===== config.mk =====
export PLATFORM = sky130hd
export DESIGN_NAME = mdm_status_reg
export DESIGN_NICKNAME = d
export VERILOG_FILES = /design/src/rtl/mdm_pkg.sv /design/src/rtl/mdm_sync.sv /design/src/rtl/mdm_ctl_reg.sv /design/src/rtl/mdm_delta_track.sv /design/src/rtl/mdm_status_reg.sv
export SDC_FILE = /design/constraint.sdc
export NUM_CORES = 1
export LEC_CHECK = 0
export CORE_MARGIN = 2
export CORE_UTILIZATION = 45
export DETAILED_ROUTE_END_ITERATION = 16
export PLACE_DENSITY = 0.8
export SLEW_MARGIN = 20
export SYNTH_ARGS = -nofsm -noshare
export SYNTH_HDL_FRONTEND = slang
export SYNTH_SLANG_ARGS = --single-unit

===== constraint.sdc =====
create_clock -name clk -period 2.7 [get_ports clk]
set_clock_uncertainty 0.2 [all_clocks]
set_input_delay 0.675 -clock clk [delete_from_list [all_inputs] [get_ports clk]]
set_output_delay 0.675 -clock clk [all_outputs]
set_load 0.05 [all_outputs]

===== src/rtl/mdm_pkg.sv =====
package mdm_pkg;
   localparam int LINE_W = 4;
   localparam int CTL_W  = 5;

   // positions of the line states inside a nibble (shared by state and flags)
   localparam int LN_CTS = 0;
   localparam int LN_DSR = 1;
   localparam int LN_RI  = 2;
   localparam int LN_DCD = 3;

   // positions inside the control register
   localparam int CB_DTR  = 0;
   localparam int CB_RTS  = 1;
   localparam int CB_OUT1 = 2;
   localparam int CB_OUT2 = 3;
   localparam int CB_LOOP = 4;

   typedef logic [LINE_W-1:0] line_vec_t;
   typedef logic [CTL_W-1:0]  ctl_vec_t;

   // control outputs routed back onto the line-state nibble in loopback
   function automatic line_vec_t loop_map(input ctl_vec_t c);
      line_vec_t r;
      r         = '0;
      r[LN_CTS] = c[CB_RTS];
      r[LN_DSR] = c[CB_DTR];
      r[LN_RI]  = c[CB_OUT1];
      r[LN_DCD] = c[CB_OUT2];
      return r;
   endfunction
endpackage


===== src/rtl/mdm_sync.sv =====
module mdm_sync #(
   parameter int             W       = 4,
   parameter int             STAGES  = 2,
   parameter logic [W-1:0]   RST_VAL = '0
) (
   input  logic         clk,
   input  logic         rst_n,
   input  logic [W-1:0] d,
   output logic [W-1:0] q
);
   if (STAGES < 2) begin : g_bad_stages
      $error("mdm_sync: STAGES must be at least 2");
   end
   if (W < 1) begin : g_bad_width
      $error("mdm_sync: W must be at least 1");
   end

   logic [STAGES-1:0][W-1:0] chain;

   always_ff @(posedge clk or negedge rst_n) begin
      if (!rst_n) chain <= {STAGES{RST_VAL}};
      else        chain <= {chain[STAGES-2:0], d};
   end

   assign q = chain[STAGES-1];
endmodule


===== src/rtl/mdm_ctl_reg.sv =====
module mdm_ctl_reg #(
   parameter int           W       = 5,
   parameter logic [W-1:0] RST_VAL = '0
) (
   input  logic         clk,
   input  logic         rst_n,
   input  logic         wr,
   input  logic [W-1:0] wdata,
   output logic [W-1:0] q
);
   if (W < 5) begin : g_bad_width
      $error("mdm_ctl_reg: W must hold the five control bits");
   end

   always_ff @(posedge clk or negedge rst_n) begin
      if (!rst_n)  q <= RST_VAL;
      else if (wr) q <= wdata;
   end


   ctl_store_chk: assert property (@(posedge clk) disable iff (!rst_n)
      wr |=> (q == $past(wdata)));
endmodule


===== src/rtl/mdm_delta_track.sv =====
module mdm_delta_track #(
   parameter int           W          = 4,
   parameter logic [W-1:0] RST_LINES  = '0,
   parameter logic [W-1:0] TRAIL_MASK = '0
) (
   input  logic         clk,
   input  logic         rst_n,
   input  logic [W-1:0] line_in,
   input  logic         clr,
   output logic [W-1:0] lines_q,
   output logic [W-1:0] delta_q
);
   logic [W-1:0] event_now;

   // per-line detector: any-edge or trailing-edge-only, chosen per bit
   for (genvar i = 0; i < W; i++) begin : g_line
      if (TRAIL_MASK[i]) begin : g_trail
         assign event_now[i] = lines_q[i] & ~line_in[i];
      end else begin : g_any
         assign event_now[i] = lines_q[i] ^ line_in[i];
      end
   end

   always_ff @(posedge clk or negedge rst_n) begin
      if (!rst_n) begin
         lines_q <= RST_LINES;
         delta_q <= '0;
      end else begin
         lines_q <= line_in;
         delta_q <= (clr ? '0 : delta_q) | event_now;
      end
   end


   flag_sticky_chk: assert property (@(posedge clk) disable iff (!rst_n)
      !clr |=> ((delta_q & $past(delta_q)) == $past(delta_q)));


   cts_change_sets_chk: assert property (@(posedge clk) disable iff (!rst_n)
      (line_in[mdm_pkg::LN_CTS] != lines_q[mdm_pkg::LN_CTS]) |=> delta_q[mdm_pkg::LN_CTS]);


   ri_rise_quiet_chk: assert property (@(posedge clk) disable iff (!rst_n)
      (TRAIL_MASK[mdm_pkg::LN_RI] && !lines_q[mdm_pkg::LN_RI] && line_in[mdm_pkg::LN_RI]
       && (clr || !delta_q[mdm_pkg::LN_RI])) |=> !delta_q[mdm_pkg::LN_RI]);


   clear_on_read_chk: assert property (@(posedge clk) disable iff (!rst_n)
      (clr && (line_in == lines_q)) |=> (delta_q == '0));
endmodule


===== src/rtl/mdm_status_reg.sv =====
module mdm_status_reg #(
   parameter int                          SYNC_STAGES = 2,
   parameter logic [mdm_pkg::LINE_W-1:0]  RST_LINES   = 4'b1011,
   parameter logic [mdm_pkg::LINE_W-1:0]  TRAIL_MASK  = 4'b0100,
   parameter logic [mdm_pkg::CTL_W-1:0]   CTL_RST     = 5'b01000
) (
   input  logic       clk,
   input  logic       rst_n,
   input  logic       pin_cts,
   input  logic       pin_dsr,
   input  logic       pin_dcd,
   input  logic       pin_ri,
   input  logic       ctl_wr,
   input  logic [4:0] ctl_wdata,
   input  logic       stat_rd,
   output logic [7:0] stat_rdata,
   output logic [4:0] ctl_q,
   output logic       modem_irq
);
   import mdm_pkg::*;

   localparam int BYTE_W = 2 * LINE_W;

   if (SYNC_STAGES < 2) begin : g_bad_sync
      $error("mdm_status_reg: SYNC_STAGES must be at least 2");
   end
   if (BYTE_W != 8) begin : g_bad_byte
      $error("mdm_status_reg: status byte must be 8 bits");
   end

   line_vec_t pins_raw, pins_s, line_src, lines_q, delta_q;
   logic      loop_on;

   always_comb begin
      pins_raw         = '0;
      pins_raw[LN_CTS] = pin_cts;
      pins_raw[LN_DSR] = pin_dsr;
      pins_raw[LN_RI]  = pin_ri;
      pins_raw[LN_DCD] = pin_dcd;
   end

   mdm_sync #(.W(LINE_W), .STAGES(SYNC_STAGES), .RST_VAL(RST_LINES)) sync_i (
      .clk(clk), .rst_n(rst_n), .d(pins_raw), .q(pins_s));

   mdm_ctl_reg #(.W(CTL_W), .RST_VAL(CTL_RST)) ctl_i (
      .clk(clk), .rst_n(rst_n), .wr(ctl_wr), .wdata(ctl_wdata), .q(ctl_q));

   assign loop_on  = ctl_q[CB_LOOP];
   assign line_src = loop_on ? loop_map(ctl_q) : pins_s;

   mdm_delta_track #(.W(LINE_W), .RST_LINES(RST_LINES), .TRAIL_MASK(TRAIL_MASK)) trk_i (
      .clk(clk), .rst_n(rst_n), .line_in(line_src), .clr(stat_rd && !loop_on),
      .lines_q(lines_q), .delta_q(delta_q));

   assign stat_rdata = {lines_q, delta_q};
   assign modem_irq  = |delta_q;


   loop_mapping_chk: assert property (@(posedge clk) disable iff (!rst_n)
      loop_on |=> (stat_rdata[7:4] == {$past(ctl_q[3]), $past(ctl_q[2]),
                                       $past(ctl_q[0]), $past(ctl_q[1])}));


   loop_read_keeps_chk: assert property (@(posedge clk) disable iff (!rst_n)
      (stat_rd && loop_on) |=>
         ((stat_rdata[3:0] & $past(stat_rdata[3:0])) == $past(stat_rdata[3:0])));


   irq_follows_flags_chk: assert property (@(posedge clk) disable iff (!rst_n)
      (stat_rd && !loop_on && (line_src == lines_q)) |=> !modem_irq);
endmodule


==> flow_metrics.tcl <==
set metrics [dict create \
    status "finished clean" \
    min_from "sync_i.chain[1]" \
    diodes 0 \
    die_y_um 45.02 \
    synth_fp_nets 61 \
    max_slew_margin 0.6648 \
    cap_violations 0 \
    fill_cells 113 \
    die_area_um2 2026 \
    period_needed_ps 2515 \
    netlist_area_um2 757.0 \
    wl_um 1147 \
    avgSynthCellArea_um2 15.77 \
    multi_input_area_um2 207.7 \
    synth_top_area_frac 0.3636 \
    dp_worst_setup_slack_ps 240.0 \
    synth_flop_cell "dfrtp_1" \
    gp_congestion 0.7260 \
    seq_area_frac_synth 0.7107 \
    detail-route-antenna-nets 0 \
    synth.area.top_cells "dfrtp_1 (36%), dfstp_2 (35%), mux2_2 (8.9%), mux2_4 (6.0%), nand2_1 (3.5%)" \
    detailed_place_hpwl_um 885.7 \
    clockBufferDepth 2 \
    cp_num_buf_inv 1 \
    gr-usage-met3 0.02400 \
    critical_path.cell_chain "clkdlybuf4s50_1" \
    path_clk_slew_ps 110 \
    antenna_found_initial 0 \
    ys_ff_latch 21 \
    worst_path_largest_cell_delay_ps 800 \
    drtIter0Drc 9 \
    core_area_um2 1541 \
    crit_slowest_cell "clkdlybuf4s50_1" \
    cpLargestDelayFamily "buffers and inverters" \
    yosysMostFrequentCell "dfrtp_1" \
    cts_tree "done" \
    yosys.area.top_type "dfrtp_1" \
    setup_viol 0 \
    syn2layout_area_growth_pct 40.83 \
    p_leak_nw 0.4427 \
    timing.rr.start "ctl_i.q[4]" \
    drv_slew 0 \
    clockRootBuffer "clkbuf_4" \
    clkLatencyLatePin_ps 290 \
    tns_ps 0 \
    die_w_um 45.02 \
    start_kind "flop" \
    ctsHoldBuffers 0 \
    vias 452 \
    tightestPinTransition_ps 501.2 \
    period_share 0.9316 \
    nets 93 \
    cp_data_arrival_time_ps 1640 \
    seq_area_um2 538.0 \
    fmax_mhz 397.6 \
    drcViolationCount 0 \
    timing.final.ws_setup_ps 184.7 \
    htree_levels 1 \
    ios 27 \
    worstSetupPathType "flop to primary output" \
    crit_fanout 2 \
    grtUsageMet2 0.2400 \
    hold_viol 0 \
    ir_drop_uv 438.5 \
    critical_path.startpoint "trk_i.lines_q[1]" \
    viasPerCell 4.758 \
    async_flop_share 1.000 \
    synth_edf_count 0 \
    cp_data_required_time_ps 1820 \
    grt_overflow 0 \
    cp-end-kind "primary output" \
    grt_pass1_wl_um 2152 \
    grt_pass1_vias 489 \
    hp-class "flop to flop" \
    synth_cell_types 13 \
    grt_busiest_layer "met2" \
    syn-instance-count 48 \
    grt_max_degree 22 \
    use_met1 0.1919 \
    cts_buffers 3 \
    rows 14 \
    io_buffers 26 \
    rsz0062_at_grt "false" \
    clock-sinks 21 \
    power.density_nw_per_um2 712.2 \
    first_pass_iters 4 \
    wl_per_cell_um 12.07 \
    drive_above_1_share 0.3165 \
    ys_top_cells_by_count "dfrtp_1 (11), dfstp_2 (10), nand2_1 (7)" \
    track_usage 0.1472 \
    start_util 0.4911 \
    yosys_warnings 0 \
]
[routing by layer]
layer / part of all wire / vias up
li1: - / 220
met1: 0.41 / 211
met2: 0.51 / 21
met3: 0.076 / 0
met4: 0 / 0
met5: 0 / -
[worst paths after layout]
kind / endpoint / slack, ps / depth (start not counted)
min in group asynchronous: trk_i.lines_q[2] / 510 / 2
worst min-delay path: sync_i.q[1] / 160 / 0
max in group asynchronous: sync_i.q[0] / 1520 / 2
worst min register to register: sync_i.q[1] / 160 / 0
worst max register to register: trk_i.delta_q[1] / 1290 / 4
worst max-delay path: stat_rdata[5] / 180 / 1
[cell families (layout without fill, tap and decap cells)]
logic type	count (synthesis)	count (layout)	share of synthesized area
DFF	21	21	0.7107
and+or+nand+nor	12	12	0.07769
muxes	9	9	0.1487
xor gates and xnor gates	3	3	0.03472
AOI/OAI and AO/OA	2	2	0.01321
buffers and inverters	1	32	0.01487
[cell usage in the layout (no fill, tap or decap)]
master / netlist / routed
o21ai_0: 1 / 1
mux2_2: 6 / 6
or4_1: 1 / 1
dfrtp_1: 11 / 11
nand2b_2: 1 / 1
buf_4: 0 / 2
dfstp_2: 10 / 10
clkbuf_1: 0 / 1
a21oi_1: 1 / 1
nor2b_1: 2 / 2
xnor2_1: 3 / 3
mux2_4: 3 / 3
clkdlybuf4s50_1: 0 / 25
nand2_1: 7 / 7
clkbuf_4: 0 / 3
nor2_1: 1 / 1
dlygate4sd2_1: 0 / 1
[cell type report]
cell class / count / share of cell area
sequential: 21 / 0.5047
timing repair buffer: 28 / 0.2570
multi-input combinational: 26 / 0.1948
clock buffer: 4 / 0.02465
tap: 16 / 0.01878
[what timing repair did]
item,4_1_cts,5_1_grt
endpoints found under the hold margin,0,0
buffers inserted,0,0
endpoints found under the setup margin,1,0
resized for setup,1,0
[where the power goes]
part / switching [W] / internal (W)
Clock: 0.0000837 / 0.0000574
Combinational: 0.000143 / 0.0000968
Sequential: 0.0000214 / 0.000357
[registers in the layout (all words and copies together) (netlist names)]
register / count
ctl_i.q: 5
trk_i.delta_q: 4
sync_i.chain: 4
trk_i.lines_q: 4
sync_i.q: 4
[per-stage QoR]
step | util | instance area (um2) | hold slack [ps] | power [W] | cells
2_1_floorplan | - | 757.0 | 131.2 | 0.0005360 | 48
3_3_place_gp | 0.6753 | 1041 | 135.2 | 0.0006226 | 91
3_5_place_dp | 0.6753 | 1041 | 140.2 | 0.0006276 | 91
4_1_cts | 0.6916 | 1066 | 164.2 | 0.0007734 | 95
5_1_grt | 0.6916 | 1066 | 169.2 | 0.0008005 | 95
6_report | 0.6916 | 1066 | 162.9 | 0.0007592 | 95
(Power assumes the default switching activity.)
